File: src/rtl/i2c_bus_unjam.sv
module i2c_bus_unjam #(
  parameter int DIV_W  = 8,
  parameter int GROUPS = 9
) (
  input  logic             clk,
  input  logic             rst_n,
  input  logic             go_i,
  input  logic [DIV_W-1:0] quarter_div_i,
  input  logic             sda_i,
  output logic             scl_pull_o,
  output logic             sda_pull_o,
  output logic             busy_o,
  output logic             done_o,
  output logic             sda_seen_o
);
  localparam int GW = (GROUPS > 1) ? $clog2(GROUPS) : 1;
  localparam logic [2:0] LAST_STEP = 3'd6;
  localparam logic [2:0] SAMPLE_STEP = 3'd5;
  localparam logic [GW-1:0] LAST_GRP = GW'(GROUPS - 1);

  logic             busy_q, done_q, seen_q, sync1_q, sync2_q;
  logic [2:0]       step_q;
  logic [GW-1:0]    grp_q;
  logic [DIV_W-1:0] qcnt_q, div_q;

  wire q_end = (qcnt_q == div_q);

  always_ff @(posedge clk or negedge rst_n) begin
    if (!rst_n) begin
      sync1_q <= 1'b0;
      sync2_q <= 1'b0;
    end else begin
      sync1_q <= sda_i;
      sync2_q <= sync1_q;
    end
  end

  always_ff @(posedge clk or negedge rst_n) begin
    if (!rst_n) begin
      busy_q <= 1'b0;
      done_q <= 1'b0;
      seen_q <= 1'b0;
      step_q <= '0;
      grp_q  <= '0;
      qcnt_q <= '0;
      div_q  <= '0;
    end else begin
      done_q <= 1'b0;
      if (!busy_q) begin
        if (go_i) begin
          busy_q <= 1'b1;
          seen_q <= 1'b0;
          step_q <= '0;
          grp_q  <= '0;
          qcnt_q <= '0;
          div_q  <= quarter_div_i;
        end
      end else begin
        if (q_end && step_q == SAMPLE_STEP && sync2_q)
          seen_q <= 1'b1;
        if (!q_end) begin
          qcnt_q <= qcnt_q + 1'b1;
        end else begin
          qcnt_q <= '0;
          if (step_q != LAST_STEP) begin
            step_q <= step_q + 3'd1;
          end else begin
            step_q <= '0;
            if (grp_q == LAST_GRP) begin
              busy_q <= 1'b0;
              done_q <= 1'b1;
            end else begin
              grp_q <= grp_q + 1'b1;
            end
          end
        end
      end
    end
  end

  assign scl_pull_o = busy_q && (step_q == 3'd2 || step_q == 3'd3 || step_q == 3'd6);
  assign sda_pull_o = busy_q && (step_q == 3'd1 || step_q == 3'd2);
  assign busy_o     = busy_q;
  assign done_o     = done_q;
  assign sda_seen_o = seen_q;
endmodule


File: config.mk
export PLATFORM = sky130hd
export DESIGN_NAME = i2c_bus_unjam
export DESIGN_NICKNAME = d
export VERILOG_FILES = /design/src/rtl/i2c_bus_unjam.sv
export SDC_FILE = /design/constraint.sdc
export NUM_CORES = 1
export LEC_CHECK = 0
export BUFFER_PORTS_ARGS = -buffer_cell sky130_fd_sc_hd__clkbuf_2
export CAP_MARGIN = 5
export CORE_ASPECT_RATIO = 2
export CORE_MARGIN = 5
export CORE_UTILIZATION = 45
export DETAILED_ROUTE_END_ITERATION = 8
export GPL_ROUTABILITY_DRIVEN = 0
export PLACE_DENSITY = 0.66
export SYNTH_ARGS = -nofsm -noshare
export SYNTH_HDL_FRONTEND = slang
export SYNTH_SLANG_ARGS = --single-unit
File: constraint.sdc
create_clock -name clk -period 3.6 [get_ports clk]
set_clock_uncertainty 0.05 [all_clocks]
set_input_delay 0.54 -clock clk [delete_from_list [all_inputs] [get_ports clk]]
set_output_delay 0.54 -clock clk [all_outputs]
set_load 0.01 [all_outputs]
==> out/metrics.yaml, run 1 <==
synth_simple_gate_area_share: 0.195
crit_required_ns: 3.01
maxCapViolCount: 0
io_pins: 17
synth_top_cell_area_share: 0.463
multi_input_area_sq_um: 742
ys.warnings.count: 0
clock.fmax_ghz: 0.438
synth_cells: 153
syn_nets: 169
ir_worst_vdd_mv: 0.405
cts_max_level: 1
grt_max_degree: 29
clk_pin_slew_worst_paths_ns: 0.09
fill_cells: 290
crit_path_max_fanout: 19
fin_nets: 181
synth_top_family_by_area: "simple AND/OR/NAND/NOR gates"
p_leak_nw: 0.671
finalCoreUtilization: 0.510
yosys.cell_count.top_type: "dfrtp_1"
hold-worst-slack_ns: 0.228
critPathLaunchType: "flip-flop"
synth.area.top_cells: "dfrtp_1, xnor2_1, mux2_2"
clock_path_buffers: 2
hold_path.class: "primary input to asynchronous set/reset pin"
netlist_top_cells_count: "dfrtp_1, nand2_1, xnor2_1"
grt_pass1_wl_mm: 5.54
power.density_mw_per_mm2: 631
synth_adder_area_share: 0.0331
regArea_sq_um: 701
num_rows: 29
first_pass_iters: 4
synth-edff-count: 0
power_mw: 1.04
cts_buffers: 3
die-area_sq_mm: 0.00469
die_w_microns: 51.0
drive_gt1_frac: 0.177
postRouteAntennaNets: 0
grtUsageTotal: 0.152
drt-wirelength-per-cell_microns: 16.3
crit_type: "flip-flop to output port"
ys_seq_area_frac: 0.463
cp.arrival_ns: 1.69
initial_core_util: 0.469
drtIter0Drc: 47
rsz0062_at_grt: "false"
yosysTopAreaCell: "dfrtp_1"
grt_pass1_vias: 1204
synth_cell_types: 39
ys_seq_elements: 28
worstSetupEndpointType: "output port"
cts_setup_buffers: 0
period_share: 0.635
antenna_found_initial: 0
synthMuxAreaShare: 0.0595
synthArstFlopShare: 1.00
clock_latency_ns: 0.28
die_h_microns: 92.0
drt-total-wl_mm: 3.18
cts_hold_buf: 0
antenna_cells: 0
final_max_slew_viol_count: 0
cts_tree: "built"
slew_headroom: 0.451
setup_violations: 0
port_buffers: 16
route.detailed.drc: 0
hold_viol: 0
worst_pin_slew_ns: 0.822
syn-mean-instance-area_sq_um: 9.90
synth-main-ff-cell: "dfrtp_1"
cts.sinks: 28
hpwl_mm: 2.35
synth_xor_area_frac: 0.0636
tns_ns: 0
cts-resized-gates: 0
detail_route.vias_per_cell: 6.09
grt_overflow: 0
period_needed_ns: 2.28
area_growth_pct: 8.76
status: "completed"
core-area_sq_mm: 0.00323
num_vias: 1188
synth-compound-area-share: 0.139
syn_area_sq_mm: 0.00151
cts_root_buf: "clkbuf_8"
logic make-up after synthesis:
group | Yosys count
flops | 28
fa+ha+maj | 4
simple gates | 57
buf+inv | 17
compound gates | 28
mux | 8
xor+xnor | 11
where the power goes:
| group | leakage (nW) | total [mW] | switching [mW] | internal, mW |
|---|---|---|---|---|
| sequential | 0.334 | 0.510 | 0.121 | 0.389 |
| combinational | 0.308 | 0.334 | 0.169 | 0.166 |
| clock | 0.0288 | 0.194 | 0.0962 | 0.0980 |
| total | 0.671 | 1.04 | 0.386 | 0.652 |
path summary, 6_finish.rpt:
path                       slack (ns)         end  cells past startpoint  startpoint
min reg2reg                      0.31     sync2_q                      0     sync1_q
max in group asynchronous        2.84   qcnt_q[6]                      1       rst_n
min in group clk                 0.31     sync2_q                      0     sync1_q
max                              1.32  sda_pull_o                      3      busy_o
max reg2reg                      1.32   step_q[0]                      4   qcnt_q[5]
min                              0.23   step_q[1]                      1       rst_n
sequential cells by signal (all words and copies together) (netlist names):
signal      cells
step_q          3
div_q           8
busy_o          1
sync1_q         1
qcnt_q          8
done_o          1
grp_q           4
sda_seen_o      1
sync2_q         1
worst max-delay path, cell delays in order, from the launching register on:
cell      delay, ns
dfrtp_1        0.73
inv_1          0.29
nor3_1         0.24
clkbuf_2       0.16
layout by cell type, fill, tap and decap left out, types with 2 or more instances in the layout:
| cell | instances |
|---|---|
| a2bb2oi_1 | 2 |
| clkbuf_2 | 16 |
| clkbuf_8 | 4 |
| dfrtp_1 | 28 |
| ha_1 | 4 |
| inv_1 | 8 |
| mux2_2 | 8 |
| nand2_1 | 19 |
| nand2b_1 | 2 |
| nand3_1 | 4 |
| nand4b_1 | 2 |
| nor2_1 | 7 |
| nor3_1 | 8 |
| nor4_1 | 2 |
| o211ai_1 | 7 |
| o21ai_0 | 6 |
| o311ai_0 | 3 |
| or3_1 | 3 |
| xnor2_1 | 11 |
cell type report:
type,instances,share of cell area
clock buffer,4,0.0334
inverter,8,0.0182
multi-input combinational,108,0.451
sequential,28,0.426
tap,31,0.0236
timing repair buffer,16,0.0486
through the flow:
stage | std cells | worst slack, ns | cell area (sq um)
3_3_place_gp | 191 | 1.43 | 1590
3_5_place_dp | 191 | 1.35 | 1590
6_report | 195 | 1.32 | 1650
2_1_floorplan | 153 | 1.95 | 1510
4_1_cts | 195 | 1.34 | 1650
5_1_grt | 195 | 1.16 | 1650
metal layers:
metal,routed length [microns],track usage,up-vias
li1,-,-,571
met1,1300,0.173,582
met2,1660,0.267,29
met3,133,0.0244,6
met4,86,0.0742,0
met5,0,0,-
No activity file was read; power rests on OpenSTA's default activity.
==> inputs of run 2 (changes only) <==
Clock period 3.6 ns to 2.11 ns, I/O delays scaled along.
==> out/metrics.yaml, run 2 (synthesized netlist as in run 1, its figures left out) <==
status: "completed"
layout_common_cells: "dfrtp_1, nand2_1, clkbuf_2"
drt-total-wl_mm: 3.41
maxCapViolCount: 0
cp.arrival_ns: 2.04
initial_core_util: 0.469
grt_pass1_vias: 1318
hold_path.class: "primary input to asynchronous set/reset pin"
drive_gt1_frac: 0.216
finalCoreUtilization: 0.528
hold_viol: 0
cts_max_level: 1
rr_endpoint: "step_q[1]"
cts_setup_buffers: 0
grt_overflow: 0
r2r_setup_slack_ns: 0.19
die-area_sq_mm: 0.00469
finalWorstSetupSlack_ns: 0.190
crit_path_max_fanout: 10
num_rows: 29
period_needed_ns: 1.92
grt_max_degree: 29
finalNonFillerCells: 202
rsz0062_at_grt: "false"
fin_nets: 188
period_share: 0.910
postPlaceCellArea_sq_mm: 0.00164
clock_path_buffers: 2
crit_required_ns: 2.23
grt_pass1_wl_mm: 6.03
reg2reg_depth: 5
clock.fmax_ghz: 0.521
clk_pin_slew_worst_paths_ns: 0.09
drtIter0Drc: 41
reg.largest.list: "div_q x8, qcnt_q x8, grp_q x4"
cts.sinks: 28
power_mw: 1.85
tns_ns: 0
final_max_slew_viol_count: 0
slew_headroom: 0.542
ir_worst_vdd_mv: 0.648
die_h_microns: 92.0
route.detailed.drc: 0
detail_route.vias_per_cell: 6.23
grtUsageTotal: 0.166
core-area_sq_mm: 0.00323
port_buffers: 16
dp.cells: 198
area_growth_pct: 12.7
io_pins: 17
num_vias: 1259
p_leak_nw: 0.709
cts_buffers: 3
finish.instance_area_sq_mm: 0.00171
worstSetupEndpointType: "flip-flop"
crit_type: "flip-flop to flip-flop"
worst_pin_slew_ns: 0.685
critPathLaunchType: "flip-flop"
first_pass_iters: 4
final_common_cell: "dfrtp_1"
cts_root_buf: "clkbuf_8"
hold-worst-slack_ns: 0.0100
postRouteAntennaNets: 0
hpwl_mm: 2.62
die_w_microns: 51.0
r2r-start: "qcnt_q[0]"
antenna_cells: 0
setup_violations: 0
power.density_mw_per_mm2: 1090
place_ws_ns: 0.152
drt-wirelength-per-cell_microns: 16.9
clock_latency_ns: 0.27
cts_tree: "built"
antenna_found_initial: 0
==> run 2: timing repair <==
item	4_1_cts	5_1_grt
endpoints found under the hold margin	0	0
endpoints found under the setup margin	0	1
gates resized for setup	0	1
hold buffers	0	0
==> run 2: cell type report <==
| cell class | count | area [sq um] |
|---|---|---|
| sequential | 28 | 701 |
| fill | 302 | 1520 |
| inverter | 8 | 30.0 |
| multi-input combinational | 108 | 749 |
| tap | 31 | 38.8 |
| timing repair buffer | 23 | 133 |
| clock buffer | 4 | 55.1 |
==> run 2: worst max-delay path by stage <==
stage	startpoint	endpoint	slack, ns	cells past startpoint
6_report	qcnt_q[0]	step_q[1]	0.19	5
5_1_grt	qcnt_q[0]	step_q[1]	0.03	5
4_1_cts	qcnt_q[4]	step_q[1]	0.15	5
3_5_place_dp	qcnt_q[4]	step_q[1]	0.15	5
3_3_place_gp	qcnt_q[0]	step_q[1]	0.32	5
2_1_floorplan	qcnt_q[4]	step_q[0]	0.49	5
==> run 2: layer usage <==
| metal | vias to the layer above | routed length (microns) | GRT usage |
|---|---|---|---|
| li1 | 591 | - | - |
| met1 | 610 | 1270 | 0.183 |
| met2 | 48 | 1870 | 0.296 |
| met3 | 10 | 178 | 0.0341 |
| met4 | 0 | 83 | 0.0742 |
| met5 | - | 0 | 0 |
==> run 2: report_power, final <==
part / total (mW) / leakage (nW) / switching [mW] / internal (mW)
combinational: 0.644 / 0.346 / 0.318 / 0.326
sequential: 0.878 / 0.334 / 0.215 / 0.663
clock: 0.331 / 0.0288 / 0.164 / 0.167
total: 1.85 / 0.709 / 0.697 / 1.16
==> run 2: worst max-delay path: stages (launching register included) <==
cell	delay (ns)
dfrtp_1	0.46
xnor2_1	0.23
nand4_2	0.23
buf_4	0.24
or3_1	0.33
o311ai_0	0.27
==> inputs of run 3 (changes only) <==
Settings changed: CORE_ASPECT_RATIO 2 to unset, CTS_CLUSTER_SIZE set to 25, SKIP_LAST_GASP set to 1.
==> out/metrics.yaml, run 3 (synthesized netlist as in run 1, its figures left out) <==
clk_pin_slew_worst_paths_ns: 0.15
worstSetupEndpointType: "flip-flop"
layout_common_cells: "dfrtp_1, nand2_1, clkbuf_2"
r2r_setup_slack_ns: 0.19
drt-total-wl_mm: 3.09
antenna_cells: 0
cts_root_buf: "clkbuf_4"
crit_required_ns: 2.24
hold_viol: 0
drtIter0Drc: 67
setup_violations: 0
postRouteAntennaNets: 0
fill_cells: 320
cts_tree: "built"
status: "completed"
path_common_cell: "o311ai_0"
first_pass_iters: 4
hold_end: "sync1_q"
io_pins: 17
maxCapViolCount: 0
finalCoreUtilization: 0.514
detail_route.vias_per_cell: 5.43
route.detailed.drc: 0
slew_headroom: 0.538
hpwl_mm: 2.19
fin_nets: 188
place_ws_ns: 0.195
grt_pass1_vias: 1178
cts.sinks: 28
cp_slowest_cell: "dfrtp_1"
num_rows: 21
clock.fmax_ghz: 0.520
tns_ns: 0
area_growth_pct: 11.5
r2r-start: "qcnt_q[0]"
p_leak_nw: 0.688
cp.arrival_ns: 2.06
crit_chain: "xnor2_1, nand4_2, buf_4, o311ai_0, o311ai_0"
power.density_mw_per_mm2: 994
crit_type: "flip-flop to flip-flop"
crit_family: "compound AO/OA/AOI/OAI gates"
grtUsageTotal: 0.151
cts_max_level: 1
final_max_slew_viol_count: 0
crit_path_max_fanout: 10
core-area_sq_mm: 0.00328
worst_pin_slew_ns: 0.693
port_buffers: 16
cts_buffers: 3
drive_gt1_frac: 0.200
initial_core_util: 0.461
die-area_sq_mm: 0.00462
die_w_microns: 68
clock_path_buffers: 2
reg2reg_depth: 5
grt_overflow: 0
die_h_microns: 68
path_buf_inv: 1
finish.instance_area_sq_mm: 0.00169
holdCritStartpoint: "sda_i"
final_common_cell: "dfrtp_1"
critPathLaunchType: "flip-flop"
hold_depth: 1
num_vias: 1172
reg.largest.list: "div_q x8, qcnt_q x8, grp_q x4"
rr_endpoint: "step_q[1]"
grt_max_degree: 29
max_stage_delay_ns: 0.46
postPlaceCellArea_sq_mm: 0.00166
cts_setup_buffers: 0
grt_pass1_wl_mm: 5.39
antenna_found_initial: 0
hold_path.class: "primary input to flip-flop"
period_needed_ns: 1.92
rsz0062_at_grt: "false"
period_share: 0.912
clock_latency_ns: 0.32
ir_worst_vdd_mv: 0.403
drt-wirelength-per-cell_microns: 14.3
finalWorstSetupSlack_ns: 0.186
run 3: cell types whose count changed in the layout (fill, tap and decap cells not counted), sizes merged:
cell	delta
buf	-1
clkbuf	-1
dlygate4sd3	+1
run 3: final cells by class:
class,count,area [sq um],share of cell area
multi-input combinational,108,742,0.440
inverter,8,30.0,0.0178
timing repair buffer,23,135,0.0801
sequential,28,701,0.415
tap,46,57.6,0.0341
clock buffer,3,22.5,0.0133
run 3: per-layer routing:
| metal | part of all wire | global-route usage | routed length, microns |
|---|---|---|---|
| met1 | 0.48 | 0.200 | 1470 |
| met2 | 0.47 | 0.252 | 1460 |
| met3 | 0.043 | 0.0246 | 134 |
| met4 | 0.0065 | 0.0496 | 20 |
| met5 | 0 | 0 | 0 |
run 3: report_power, final:
group | switching, mW | internal [mW] | total, mW
Sequential | 0.194 | 0.663 | 0.857
Combinational | 0.294 | 0.310 | 0.603
Clock | 0.151 | 0.0668 | 0.218
Total | 0.638 | 1.04 | 1.68
run 3: how the worst max path moves through the flow:
stage / from / endpoint / slack (ns) / depth (start not counted)
after floorplan: qcnt_q[4] / step_q[0] / 0.49 / 5
after global placement: qcnt_q[7] / step_q[0] / 0.29 / 4
after detailed placement: qcnt_q[7] / step_q[1] / 0.19 / 5
after CTS: qcnt_q[7] / step_q[1] / 0.19 / 5
after global routing: qcnt_q[4] / step_q[1] / 0.07 / 5
final: qcnt_q[0] / step_q[1] / 0.19 / 5
run 3: per-stage QoR:
step / power (mW) / std cells / hold slack (ns)
finish: 1.68 / 216 / 0.0356
global route: 1.81 / 216 / 0.0193
CTS: 1.69 / 216 / 0.0308
detailed placement: 1.47 / 212 / 0.289
global placement: 1.45 / 212 / 0.284
floorplan: 1.29 / 153 / -0.0291
run 3: what timing repair did:
| item | CTS | global route |
|---|---|---|
| hold buffers | 1 | 0 |
| gates resized for setup | 0 | 0 |
| endpoints found under the hold margin | 28 | 0 |
